[src/rtl/srs_pkg.sv]
package srs_pkg;
  localparam int ADDR_W    = 5;
  localparam int DATA_W    = 8;
  localparam int NREG      = 1 << ADDR_W;
  localparam int POS_GUARD = 1 + ADDR_W;
  localparam int POS_D0    = POS_GUARD + 2;
  localparam int FRAME_LEN = POS_D0 + DATA_W;
  localparam int CNT_W     = $clog2(FRAME_LEN + 1);

  typedef enum logic [1:0] {PH_CMD, PH_ADDR, PH_GAP, PH_DATA} phase_e;

  function automatic phase_e phase_of(input logic [CNT_W-1:0] c);
    if (int'(c) == 0)              return PH_CMD;
    else if (int'(c) < POS_GUARD)  return PH_ADDR;
    else if (int'(c) < POS_D0)     return PH_GAP;
    else                           return PH_DATA;
  endfunction
endpackage

[src/rtl/srs_sync.sv]
module srs_sync #(
  parameter int W = 3,
  parameter int STAGES = 2,
  parameter logic [W-1:0] RST_VAL = '0
) (
  input  logic         clk,
  input  logic         rst_n,
  input  logic [W-1:0] din,
  output logic [W-1:0] dout
);
  logic [STAGES-1:0][W-1:0] chain;

  generate
    if (STAGES == 1) begin : g_one
      always_ff @(posedge clk or negedge rst_n)
        if (!rst_n) chain[0] <= RST_VAL;
        else        chain[0] <= din;
    end else begin : g_many
      always_ff @(posedge clk or negedge rst_n)
        if (!rst_n) chain <= {STAGES{RST_VAL}};
        else        chain <= {chain[STAGES-2:0], din};
    end
  endgenerate

  assign dout = chain[STAGES-1];
endmodule

[src/rtl/srs_reg_bank.sv]
module srs_reg_bank
  import srs_pkg::*;
(
  input  logic                   clk,
  input  logic                   rst_n,
  input  logic                   wr_en,
  input  logic [ADDR_W-1:0]      wr_addr,
  input  logic [DATA_W-1:0]      wr_data,
  input  logic [ADDR_W-1:0]      rd_addr,
  output logic [DATA_W-1:0]      rd_data,
  output logic [NREG*DATA_W-1:0] regs_flat
);
  logic [DATA_W-1:0] mem [NREG];

  always_ff @(posedge clk or negedge rst_n) begin
    if (!rst_n) begin
      for (int i = 0; i < NREG; i++) mem[i] <= '0;
    end else if (wr_en) begin
      for (int i = 0; i < NREG; i++)
        if (wr_addr == ADDR_W'(i)) mem[i] <= wr_data;
    end
  end

  assign rd_data = mem[rd_addr];

  for (genvar g = 0; g < NREG; g++) begin : g_flat
    assign regs_flat[g*DATA_W +: DATA_W] = mem[g];


    keep_other_chk: assert property (@(posedge clk) disable iff (!rst_n)
      !(wr_en && wr_addr == ADDR_W'(g)) |=> $stable(regs_flat[g*DATA_W +: DATA_W]));
  end
endmodule

[src/rtl/srs_frame_ctrl.sv]
module srs_frame_ctrl
  import srs_pkg::*;
(
  input  logic              clk,
  input  logic              rst_n,
  input  logic              cs_act,
  input  logic              sclk_s,
  input  logic              sdi_s,
  input  logic [DATA_W-1:0] rd_data,
  output logic [ADDR_W-1:0] reg_addr,
  output logic              wr_en,
  output logic [DATA_W-1:0] wr_data,
  output logic              sdo,
  output logic              sdo_oe
);
  localparam logic [CNT_W-1:0] C_GUARD = CNT_W'(POS_GUARD);
  localparam logic [CNT_W-1:0] C_D0    = CNT_W'(POS_D0);
  localparam logic [CNT_W-1:0] C_LAST  = CNT_W'(FRAME_LEN - 1);
  localparam logic [CNT_W-1:0] C_LEN   = CNT_W'(FRAME_LEN);

  logic              sclk_q, rise, fall;
  logic [CNT_W-1:0]  cnt;
  logic              rd_q, bad_q, oe_q;
  logic [ADDR_W-1:0] addr_q;
  logic [DATA_W-1:0] dat_q, out_q;

  assign rise = cs_act &  sclk_s & ~sclk_q;
  assign fall = cs_act & ~sclk_s &  sclk_q;

  always_ff @(posedge clk or negedge rst_n) begin
    if (!rst_n) begin
      sclk_q <= 1'b0;
      cnt    <= '0;
      rd_q   <= 1'b0;
      bad_q  <= 1'b0;
      oe_q   <= 1'b0;
      addr_q <= '0;
      dat_q  <= '0;
      out_q  <= '0;
    end else begin
      sclk_q <= sclk_s;
      if (!cs_act) begin
        cnt   <= '0;
        oe_q  <= 1'b0;
        bad_q <= 1'b0;
      end else if (rise && cnt < C_LEN) begin
        cnt <= cnt + 1'b1;
        unique case (phase_of(cnt))
          PH_CMD:  rd_q   <= sdi_s;
          PH_ADDR: addr_q <= {sdi_s, addr_q[ADDR_W-1:1]};
          PH_GAP:  if (cnt == C_GUARD) bad_q <= sdi_s;
          PH_DATA: dat_q  <= {sdi_s, dat_q[DATA_W-1:1]};
          default: ;
        endcase
        if (cnt == C_D0 && rd_q && !bad_q) begin
          oe_q  <= 1'b1;
          out_q <= rd_data;
        end
      end else if (fall && oe_q && cnt < C_LEN) begin
        out_q <= out_q >> 1;
      end
    end
  end

  assign wr_en    = rise && cnt == C_LAST && !rd_q && !bad_q;
  assign wr_data  = {sdi_s, dat_q[DATA_W-1:1]};
  assign reg_addr = addr_q;
  assign sdo      = out_q[0];
  assign sdo_oe   = oe_q;


  oe_late_chk: assert property (@(posedge clk) disable iff (!rst_n)
    oe_q |-> (cnt > C_D0));

  cs_drop_chk: assert property (@(posedge clk) disable iff (!rst_n)
    !cs_act |=> !oe_q);

  guard_block_chk: assert property (@(posedge clk) disable iff (!rst_n)
    bad_q |-> (!wr_en && !oe_q));

  one_commit_chk: assert property (@(posedge clk) disable iff (!rst_n)
    wr_en |=> !wr_en);
endmodule

[src/rtl/srs_slave.sv]
module srs_slave
  import srs_pkg::*;
#(
  parameter int SYNC_STAGES = 2
) (
  input  logic                   clk,
  input  logic                   rst_n,
  input  logic                   cs_n,
  input  logic                   sclk,
  input  logic                   sdi,
  output logic                   sdo,
  output logic                   sdo_oe,
  output logic [NREG*DATA_W-1:0] regs_flat
);
  logic [2:0]        pins_s;
  logic              wr_en;
  logic [ADDR_W-1:0] reg_addr;
  logic [DATA_W-1:0] wr_data, rd_data;

  srs_sync #(.W(3), .STAGES(SYNC_STAGES), .RST_VAL(3'b100)) u_sync (
    .clk(clk), .rst_n(rst_n), .din({cs_n, sclk, sdi}), .dout(pins_s));

  srs_frame_ctrl u_ctrl (
    .clk(clk), .rst_n(rst_n), .cs_act(~pins_s[2]), .sclk_s(pins_s[1]),
    .sdi_s(pins_s[0]), .rd_data(rd_data), .reg_addr(reg_addr),
    .wr_en(wr_en), .wr_data(wr_data), .sdo(sdo), .sdo_oe(sdo_oe));

  srs_reg_bank u_bank (
    .clk(clk), .rst_n(rst_n), .wr_en(wr_en), .wr_addr(reg_addr),
    .wr_data(wr_data), .rd_addr(reg_addr), .rd_data(rd_data),
    .regs_flat(regs_flat));
endmodule

[config.mk]
export PLATFORM = sky130hd
export DESIGN_NAME = srs_slave
export DESIGN_NICKNAME = d
export VERILOG_FILES = /design/src/rtl/srs_pkg.sv /design/src/rtl/srs_sync.sv /design/src/rtl/srs_reg_bank.sv /design/src/rtl/srs_frame_ctrl.sv /design/src/rtl/srs_slave.sv
export SDC_FILE = /design/constraint.sdc
export NUM_CORES = 1
export LEC_CHECK = 0
export ABC_CLOCK_PERIOD_IN_PS = 7710
export BUFFER_PORTS_ARGS = -buffer_cell sky130_fd_sc_hd__buf_2
export CAP_MARGIN = 20
export CORE_AREA = 8 8 220 222
export CTS_CLUSTER_DIAMETER = 50
export CTS_CLUSTER_SIZE = 10
export DETAILED_ROUTE_END_ITERATION = 12
export DIE_AREA = 0 0 228 230
export GPL_TIMING_DRIVEN = 1
export MAX_ROUTING_LAYER = met4
export RECOVER_POWER = 50
export SETUP_SLACK_MARGIN = 0.5
export SYNTH_ARGS = -nofsm -noshare
export SYNTH_HDL_FRONTEND = slang
export SYNTH_SLANG_ARGS = --single-unit
[constraint.sdc]
create_clock -name clk -period 7.71 [get_ports clk]
set_input_delay 0 -clock clk [delete_from_list [all_inputs] [get_ports clk]]
set_output_delay 0 -clock clk [all_outputs]
set_load 0.01 [all_outputs]
==> metrics, run 1 <==
Crit Path Class reg -> reg; top cell type by total area after synthesis dfrtp_1; ranking of synthesized cells by area dfrtp_1, mux2_2, mux4_2, mux2i_1, clkbuf_1; CP arrival 4.06 ns; vias in the first global route 9556; fmax 276.1 MHz; number of top-level pins 263; worst-path maximum fanout 52; Clock Latency Late Sink 0.56 ns; DIE WIDTH 228 µm; Worst slew margin -71.99%; core area 0.04489 mm²; H-Tree Depth 2; skew final 0.02171 ns; Place WS 3.907 ns; Slew Viols, Final 48; post-synth top area share 54.27%; Worst-path clk slew 0.06 ns; final setup margin 4.088 ns; layout cells sized above 1 38.36%; dpl cells 1711; critical path required time 8.14 ns; main flop type after synthesis dfrtp_1; Cell Rows 78; Cell Area, Synth 0.01333 mm²; antenna-violating nets left 0; Pleak 7.397 nW; Mean Syn Cell Area 14.76 µm²; Worst path slowest cell dfrtp_4; drt wl/cell 25.94 µm; clock root buffer clkbuf_16; Vias/cell 5.068; final non-filler cell total 1781; status finished with violations; via count 9026; Initial Util 29.68%; Finish-stage setup viols 0; count leader, synth mux2_2; critical path endpoint category register; CTS Buf Count 40; CTS Buffer Depth 3; yosys warns 0; worst vdd ir 0.1350 mV; GRT Total Usage 17.56%; crit-path cells buf_4, nor2b_1, nor2b_1, nand2_1, mux2_2; largest net degree at the start of global routing 125; total gr overflow 0; PD cells 221.1 mW/mm²; r2r setup slk 4.09 ns; initial antenna violation count 0; die area 0.05244 mm²; TritonCTS sink count 291; Hold Crit Class in -> reg; # diodes 0; CTS tree done; final WL 46200 µm; Area Overhead vs Synth 22.09%; Post-Syn Nets 911; Commonest cells post-synth mux2_2, dfrtp_1, clkbuf_1; Post-synth EDFFs 0; post-CTS sizing 0; max incr delay on CP 0.87 ns; Mapped Cells 903; DRC 0; max-cap viol count 1; Sum Neg Setup Slack 0 ns; minimum clock period 3.622 ns; Yosys cell types 45; Final Hold Fails 0; Critical Path Start Type register; Vert. Die Dim 230 µm; first-pass detailed-route iteration total 4; DRT iter0 DRCs 660; gpl congestion 0.8178; utilization after layout 36.24%; Tcrit/Tclk final 46.98%; hpwl dp 32030 µm; port buffer count 262; ys async rst share 100.0%; post-synthesis sequential area ratio 54.67%; Top cell by count, worst path nor2b_1; first-pass GRT wire length 67030 µm; unrepaired setup endpoints after global routing no; failing checks capacitance limit, slew limit; Final nets 1166; Seq cells post-synth 291; Tightest Pin Transition 2.580 ns
-- layer usage --
layer | track usage [%] | share of wire, % | vias up
met5 | - | 0 | -
met4 | 4.411 | 2.0 | 0
met3 | 4.001 | 5.5 | 63
met2 | 28.52 | 49 | 283
met1 | 22.08 | 44 | 4821
li1 | - | - | 3859
-- critical path, delay by kind of cell, from the launching register on --
kind / cells / cell delay [ns]
buffers and inverters: 1 / 0.77
flip-flops: 1 / 0.87
multiplexers: 1 / 0.40
AND/OR/NAND/NOR: 3 / 1.43
-- kinds of logic after synthesis --
kind of cell / Yosys count / share of synthesized area, %
adder cells (fa/ha/maj): 3 / 0.2817
AND/OR/NAND/NOR: 124 / 5.333
flip-flops: 291 / 54.67
buffers and inverters: 73 / 2.150
AO/OA/AOI/OAI: 39 / 2.263
multiplexers: 371 / 35.17
XOR/XNOR: 2 / 0.1315
-- state kept, by name, summed over array words and instances (netlist names) --
signal,cells
u_ctrl.sclk_q,1
u_sync.dout,3
u_ctrl.rd_q,1
u_ctrl.bad_q,1
u_ctrl.sdo_oe,1
u_ctrl.reg_addr,5
u_sync.chain,3
u_ctrl.cnt,5
u_ctrl.out_q,8
u_bank.regs_flat,256
u_ctrl.dat_q,7
-- cell type report --
cell class	instances	area, µm²
Timing Repair Buffer	282	1155
Tap cell	600	750.7
Clock buffer	53	1101
Multi-Input combinational cell	539	5748
Sequential cell	291	7296
Inverter	4	15.01
Fill cell	4499	28620
Clock inverter	12	203.9
-- final timing paths --
kind,cells after the start,from,to
hold / removal,2,sdi,u_sync.chain[0]$_DFF_PN0_
min in group asynchronous,2,rst_n,u_bank.regs_flat[220]$_DFFE_PN0P_
max in group asynchronous,4,rst_n,u_bank.regs_flat[68]$_DFFE_PN0P_
setup / recovery,5,u_ctrl.reg_addr[1]$_DFFE_PN0P_,u_bank.regs_flat[50]$_DFFE_PN0P_
setup reg to reg,5,u_ctrl.reg_addr[1]$_DFFE_PN0P_,u_bank.regs_flat[50]$_DFFE_PN0P_
hold reg to reg,0,u_sync.chain[0]$_DFF_PN0_,u_sync.dout[0]$_DFF_PN0_
-- per-stage QoR --
stage               hold WS, ns  area [µm²]  power [W]
floorplan               -0.2956       13330   0.001676
global placement         0.1091       15240   0.001766
detailed placement       0.1142       15260   0.001767
CTS                     0.06039       16600   0.003656
global route            0.08614       16270   0.003720
finish                   0.1042       16270   0.003597
-- layout by cell type (no fill, tap or decap), types with 5 or more instances in the layout --
master / instances
bufinv_16: 5
nand2_2: 10
o2111ai_1: 9
buf_4: 12
dfrtp_1: 282
nor2_1: 15
nand2_1: 37
clkbuf_16: 41
mux2_2: 298
mux2i_1: 25
mux4_2: 48
clkbuf_1: 270
nand3_1: 14
o211ai_1: 9
dfrtp_2: 6
nand3_2: 12
a221oi_1: 6
nor2b_1: 11
-- what timing repair did --
action / CTS / global route
hold buffers: 4 / 0
hold endpoints to repair: 123 / 0
setup buffers: 0 / 0
-- report_power, final --
| part | total (W) | internal, W | switching (W) |
|---|---|---|---|
| Sequential | 0.00155 | 0.00154 | 0.0000151 |
| Clock | 0.00186 | 0.00117 | 0.000691 |
| Combinational | 0.000188 | 0.0000508 | 0.000137 |
| Total | 0.00360 | 0.00275 | 0.000843 |
Power figures use the tool's default switching activity.
==> inputs of run 2 (changes only) <==
--- a/config.mk
+++ b/config.mk
@@ -5,7 +5,7 @@
 export SDC_FILE = /design/constraint.sdc
 export NUM_CORES = 1
 export LEC_CHECK = 0
-export ABC_CLOCK_PERIOD_IN_PS = 7710
+export ABC_CLOCK_PERIOD_IN_PS = 3300
 export BUFFER_PORTS_ARGS = -buffer_cell sky130_fd_sc_hd__buf_2
 export CAP_MARGIN = 20
 export CORE_AREA = 8 8 220 222
==> constraint.sdc (replaced) <==
create_clock -name clk -period 3.3 [get_ports clk]
set_input_delay 0 -clock clk [delete_from_list [all_inputs] [get_ports clk]]
set_output_delay 0 -clock clk [all_outputs]
set_load 0.01 [all_outputs]
==> metrics, run 2 (synthesized netlist as in run 1, its figures left out) <==
Slew Viols, Final 78; DRC 0; number of top-level pins 263; Multi-input gate area 0.005852 mm²; final WL 46150 µm; DIE WIDTH 228 µm; via count 9029; CTS Buffer Depth 3; crit-path cells ha_1, and3_1, ha_1, nand2b_1, or4_4, nor3b_1, buf_4, nand2_2, mux2_2; Tightest Pin Transition 2.114 ns; skew final 0.02021 ns; PD cells 517.9 mW/mm²; Hold Crit Endpoint u_sync.chain[0]$_DFF_PN0_; leading cell type in the layout, fill and taps excluded mux2_2; core area 0.04489 mm²; gpl congestion 0.8185; Vert. Die Dim 230 µm; Sum Neg Setup Slack 0 ns; port buffer count 262; Place WS 0.3527 ns; Worst slew margin -40.94%; Pleak 7.541 nW; CTS Buf Count 43; Hold Crit Class in -> reg; vias in the first global route 9473; dpl cells 1722; hpwl dp 32300 µm; Reg2Reg Depth 9; H-Tree Depth 2; die area 0.05244 mm²; GRT Total Usage 17.61%; unrepaired setup endpoints after global routing no; DRT iter0 DRCs 552; Vias/cell 5.033; critical path endpoint category register; first-pass detailed-route iteration total 4; final non-filler cell total 1794; minimum clock period 2.696 ns; Hold Path Cell Cnt 2; max reg flops 256; largest net degree at the start of global routing 114; worst-path maximum fanout 8; Tcrit/Tclk final 81.70%; Area after DPL 0.01540 mm²; Final Hold Fails 0; critical path required time 3.71 ns; Worst-path clk slew 0.05 ns; CTS tree done; Finish-stage setup viols 0; drt wl/cell 25.72 µm; layout cells sized above 1 40.79%; Area Overhead vs Synth 24.69%; status finished with violations; RR Endpoint u_bank.regs_flat[217]$_DFFE_PN0P_; clock root buffer clkbuf_16; Sequential Area 0.007296 mm²; # diodes 0; CP arrival 3.11 ns; antenna-violating nets left 0; Top cell by count, worst path ha_1; Critical path buffers and inverters 1; hold path start sdi; total gr overflow 0; r2r setup slk 0.60 ns; Design Power 0.008605 W; RR Startpoint u_ctrl.cnt[0]$_DFFE_PN0P_; max-cap viol count 1; fmax 370.9 MHz; max incr delay on CP 0.54 ns; Cell Rows 78; TritonCTS sink count 291; Critical Path Start Type register; design area 0.01662 mm²; initial antenna violation count 0; Worst path slowest cell or4_4; Fill cells 4468; Final nets 1182; commonest non-fill, non-tap cells in the layout mux2_2, dfrtp_1, clkbuf_1; first-pass GRT wire length 67470 µm; Initial Util 29.68%; Crit Path Class reg -> reg; Top Family by Delay on Critical Path simple AND/OR/NAND/NOR gates; failing checks capacitance limit, slew limit; Clock Latency Late Sink 0.55 ns; worst vdd ir 0.3333 mV; final setup margin 0.6038 ns
==> run 2: cell count changes in the layout (fill, tap and decap cells not counted), sizes merged <==
| cell | before | now |
|---|---|---|
| buf | 17 | 30 |
| bufinv | 5 | 4 |
| clkbuf | 314 | 313 |
| clkinv | 4 | 1 |
| clkinvlp | 0 | 2 |
| inv | 7 | 10 |
==> run 2: what timing repair did <==
| action | in CTS | in global routing |
|---|---|---|
| pin swaps | 1 | 0 |
| hold buffers | 4 | 0 |
| cloned | 0 | 0 |
| endpoints found under the hold margin | 80 | 0 |
| endpoints found under the setup margin | 175 | 200 |
| setup buffers | 2 | 1 |
| gates resized for setup | 5 | 16 |
==> run 2: metrics by stage <==
| step | util (%) | hold slack, ns |
|---|---|---|
| 6_report | 37.01 | 0.1343 |
| 5_1_grt | 37.01 | 0.08919 |
| 4_1_cts | 37.58 | 0.04193 |
| 3_5_place_dp | 34.31 | 0.04592 |
| 3_3_place_gp | 34.25 | 0.03567 |
| 2_1_floorplan | - | -0.2956 |
==> run 2: worst reg2reg max path, delay by kind of cell, from the launching register on <==
family                     cells  cell delay (ns)
adders and majority gates      2             0.33
and+or+nand+nor                5             1.21
buffers and inverters          1             0.26
DFF                            1             0.42
muxes                          1             0.34
==> run 2: power breakdown <==
| group | internal [W] | total (W) | switching [W] | leakage, nW |
|---|---|---|---|---|
| Clock | 0.00286 | 0.00451 | 0.00165 | 0.675 |
| Combinational | 0.000134 | 0.000427 | 0.000292 | 2.83 |
| Sequential | 0.00359 | 0.00367 | 0.0000768 | 4.03 |
| Total | 0.00659 | 0.00861 | 0.00202 | 7.54 |
==> run 2: final cells by class <==
| type | instances | share of cell area (%) |
|---|---|---|
| clock inverters | 13 | 1.182 |
| inverters | 4 | 0.09036 |
| multi-input cells | 539 | 35.22 |
| repair buffers | 295 | 7.907 |
| flip-flops and latches | 291 | 43.91 |
| clock buffers | 52 | 7.176 |
| well taps | 600 | 4.518 |
==> run 2: worst max path at each step <==
| stage | endpoint | slack (ns) | startpoint | cells after the start |
|---|---|---|---|---|
| 5_1_grt | u_bank.regs_flat[72]$_DFFE_PN0P_ | 0.51 | u_ctrl.cnt[0]$_DFFE_PN0P_ | 9 |
| 6_report | u_bank.regs_flat[217]$_DFFE_PN0P_ | 0.60 | u_ctrl.cnt[0]$_DFFE_PN0P_ | 9 |
| 3_3_place_gp | u_bank.regs_flat[128]$_DFFE_PN0P_ | 0.33 | u_ctrl.cnt[0]$_DFFE_PN0P_ | 8 |
| 2_1_floorplan | u_bank.regs_flat[224]$_DFFE_PN0P_ | 0.82 | u_ctrl.cnt[3]$_DFFE_PN0P_ | 9 |
| 4_1_cts | u_bank.regs_flat[62]$_DFFE_PN0P_ | 0.40 | u_ctrl.cnt[0]$_DFFE_PN0P_ | 9 |
| 3_5_place_dp | u_bank.regs_flat[128]$_DFFE_PN0P_ | 0.35 | u_ctrl.cnt[0]$_DFFE_PN0P_ | 8 |
==> run 2: metal layers <==
metal  vias up  global-route usage, %  routed length, µm
met5         -                      -                  0
met4         0                  5.735               1242
met3        65                  4.519               2590
met2       305                  27.17              21900
met1      4781                  22.52              20410
li1       3878                      -                  -
==> inputs of run 3 (changes only) <==
--- a/config.mk
+++ b/config.mk
@@ -5,7 +5,7 @@
 export SDC_FILE = /design/constraint.sdc
 export NUM_CORES = 1
 export LEC_CHECK = 0
-export ABC_CLOCK_PERIOD_IN_PS = 3300
+export ABC_CLOCK_PERIOD_IN_PS = 2600
 export BUFFER_PORTS_ARGS = -buffer_cell sky130_fd_sc_hd__buf_2
 export CAP_MARGIN = 20
 export CORE_AREA = 8 8 220 222
==> constraint.sdc (replaced) <==
create_clock -name clk -period 2.6 [get_ports clk]
set_input_delay 0 -clock clk [delete_from_list [all_inputs] [get_ports clk]]
set_output_delay 0 -clock clk [all_outputs]
set_load 0.01 [all_outputs]
==> metrics, run 3 (synthesized netlist as in run 1, its figures left out) <==
Final nets 1236; Design Power 0.01092 W; DRC 0; Worst-path clk slew 0.06 ns; largest net degree at the start of global routing 93; total gr overflow 0; TritonCTS sink count 291; number of top-level pins 263; core area 0.04489 mm²; CTS tree done; Vert. Die Dim 230 µm; minimum clock period 2.572 ns; critical path required time 3.05 ns; PD cells 616.9 mW/mm²; Crit Path Class reg -> reg; gpl congestion 0.8377; fmax 388.8 MHz; Tcrit/Tclk final 98.92%; Area Overhead vs Synth 32.78%; Slew Viols, Final 145; CTS Buf Count 42; Fill cells 4300; CP arrival 3.02 ns; DRT iter0 DRCs 522; worst vdd ir 0.3717 mV; initial antenna violation count 1; first-pass detailed-route iteration total 4; first-pass GRT wire length 68480 µm; die area 0.05244 mm²; final WL 47000 µm; DIE WIDTH 228 µm; # diodes 0; H-Tree Depth 2; Final Hold Fails 0; drt wl/cell 25.33 µm; Critical Path Start Type register; status finished with violations; Vias/cell 4.977; Min Hold Slack 0.07640 ns; max-cap viol count 2; commonest non-fill, non-tap cells in the layout dfrtp_1, mux2_2, buf_2; vias in the first global route 9907; Clock Latency Late Sink 0.57 ns; Worst slew margin -28.66%; hpwl dp 33240 µm; Hold Crit Class in -> reg; via count 9232; layout cells sized above 1 57.69%; Initial Util 29.68%; failing checks capacitance limit, slew limit; Finish-stage setup viols 0; r2r setup slk 0.03 ns; leading cell type in the layout, fill and taps excluded dfrtp_1; CTS Buffer Depth 3; clock root buffer clkbuf_16; unrepaired setup endpoints after global routing yes; worst-path maximum fanout 8; max reg flops 256; port buffer count 262; GRT Total Usage 17.89%; antenna-violating nets left 0; Cell Rows 78; Pleak 8.798 nW; skew final 0.01600 ns; critical path endpoint category register; Tightest Pin Transition 1.930 ns
-- run 3: changes by cell type in the layout (fill, tap and decap cells not counted), sizes merged --
cell,change
dlygate4sd3,+1
clkbuf,-180
buf,+235
inv,-4
clkinvlp,+2
clkinv,+7
-- run 3: worst max-delay path, stage by stage, from the launching register on --
cell	delay (ns)
dfrtp_1	0.35
ha_1	0.16
and3_1	0.16
ha_1	0.13
nand2b_1	0.06
or4_4	0.51
buf_6	0.16
nor3b_2	0.18
buf_6	0.20
buf_6	0.16
nand2_8	0.09
mux2_2	0.29
-- run 3: area by class of cell --
| class | count | area (µm²) | area share (%) |
|---|---|---|---|
| Sequential cell | 291 | 7291 | 41.21 |
| Multi-Input combinational cell | 539 | 6151 | 34.76 |
| Timing Repair Buffer | 350 | 2123 | 12.00 |
| Clock buffer | 53 | 1132 | 6.400 |
| Tap cell | 600 | 750.7 | 4.243 |
| Clock inverter | 18 | 230.2 | 1.301 |
| Inverter | 4 | 15.01 | 0.08486 |
-- run 3: worst paths after layout --
kind,cells after the start,start,endpoint
min in group asynchronous,3,rst_n,u_bank.regs_flat[219]$_DFFE_PN0P_
max in group asynchronous,3,rst_n,u_bank.regs_flat[133]$_DFFE_PN0P_
max,11,u_ctrl.cnt[0]$_DFFE_PN0P_,u_bank.regs_flat[58]$_DFFE_PN0P_
min reg2reg,0,u_sync.chain[0]$_DFF_PN0_,u_sync.dout[0]$_DFF_PN0_
max reg2reg,11,u_ctrl.cnt[0]$_DFFE_PN0P_,u_bank.regs_flat[58]$_DFFE_PN0P_
min,2,sdi,u_sync.chain[0]$_DFF_PN0_
-- run 3: metrics by stage --
step	area [µm²]	instances	setup slack (ns)	util (%)	TNS [ns]
2_1_floorplan	13420	903	0.1231	-	0
3_3_place_gp	16000	1771	-0.07263	35.63	-1.844
3_5_place_dp	16000	1771	-0.05011	35.63	-0.4656
4_1_cts	17690	1852	0.03727	39.40	0
5_1_grt	17690	1855	-0.06459	39.41	-3.108
6_report	17690	1855	0.02799	39.41	0
-- run 3: routing by layer --
metal,share of wire [%],GRT usage [%],up-vias,wire length [µm]
met3,6.1,4.334,89,2872
met1,42,21.82,4885,19850
met2,48,28.55,260,22740
li1,-,-,3998,-
met5,0,-,-,0
met4,3.2,6.938,0,1527
-- run 3: timing repair --
item                       4_1_cts  5_1_grt
pin swaps                        5        1
resized for setup               37       32
setup endpoints to repair      264      264
hold endpoints to repair       294        0
hold buffers                     5        0
setup buffers                    5        3
-- run 3: where the power goes --
part | internal (W) | switching [W]
clock | 0.00348 | 0.00215
sequential | 0.00456 | 0.0000502
combinational | 0.000225 | 0.000452
total | 0.00826 | 0.00265
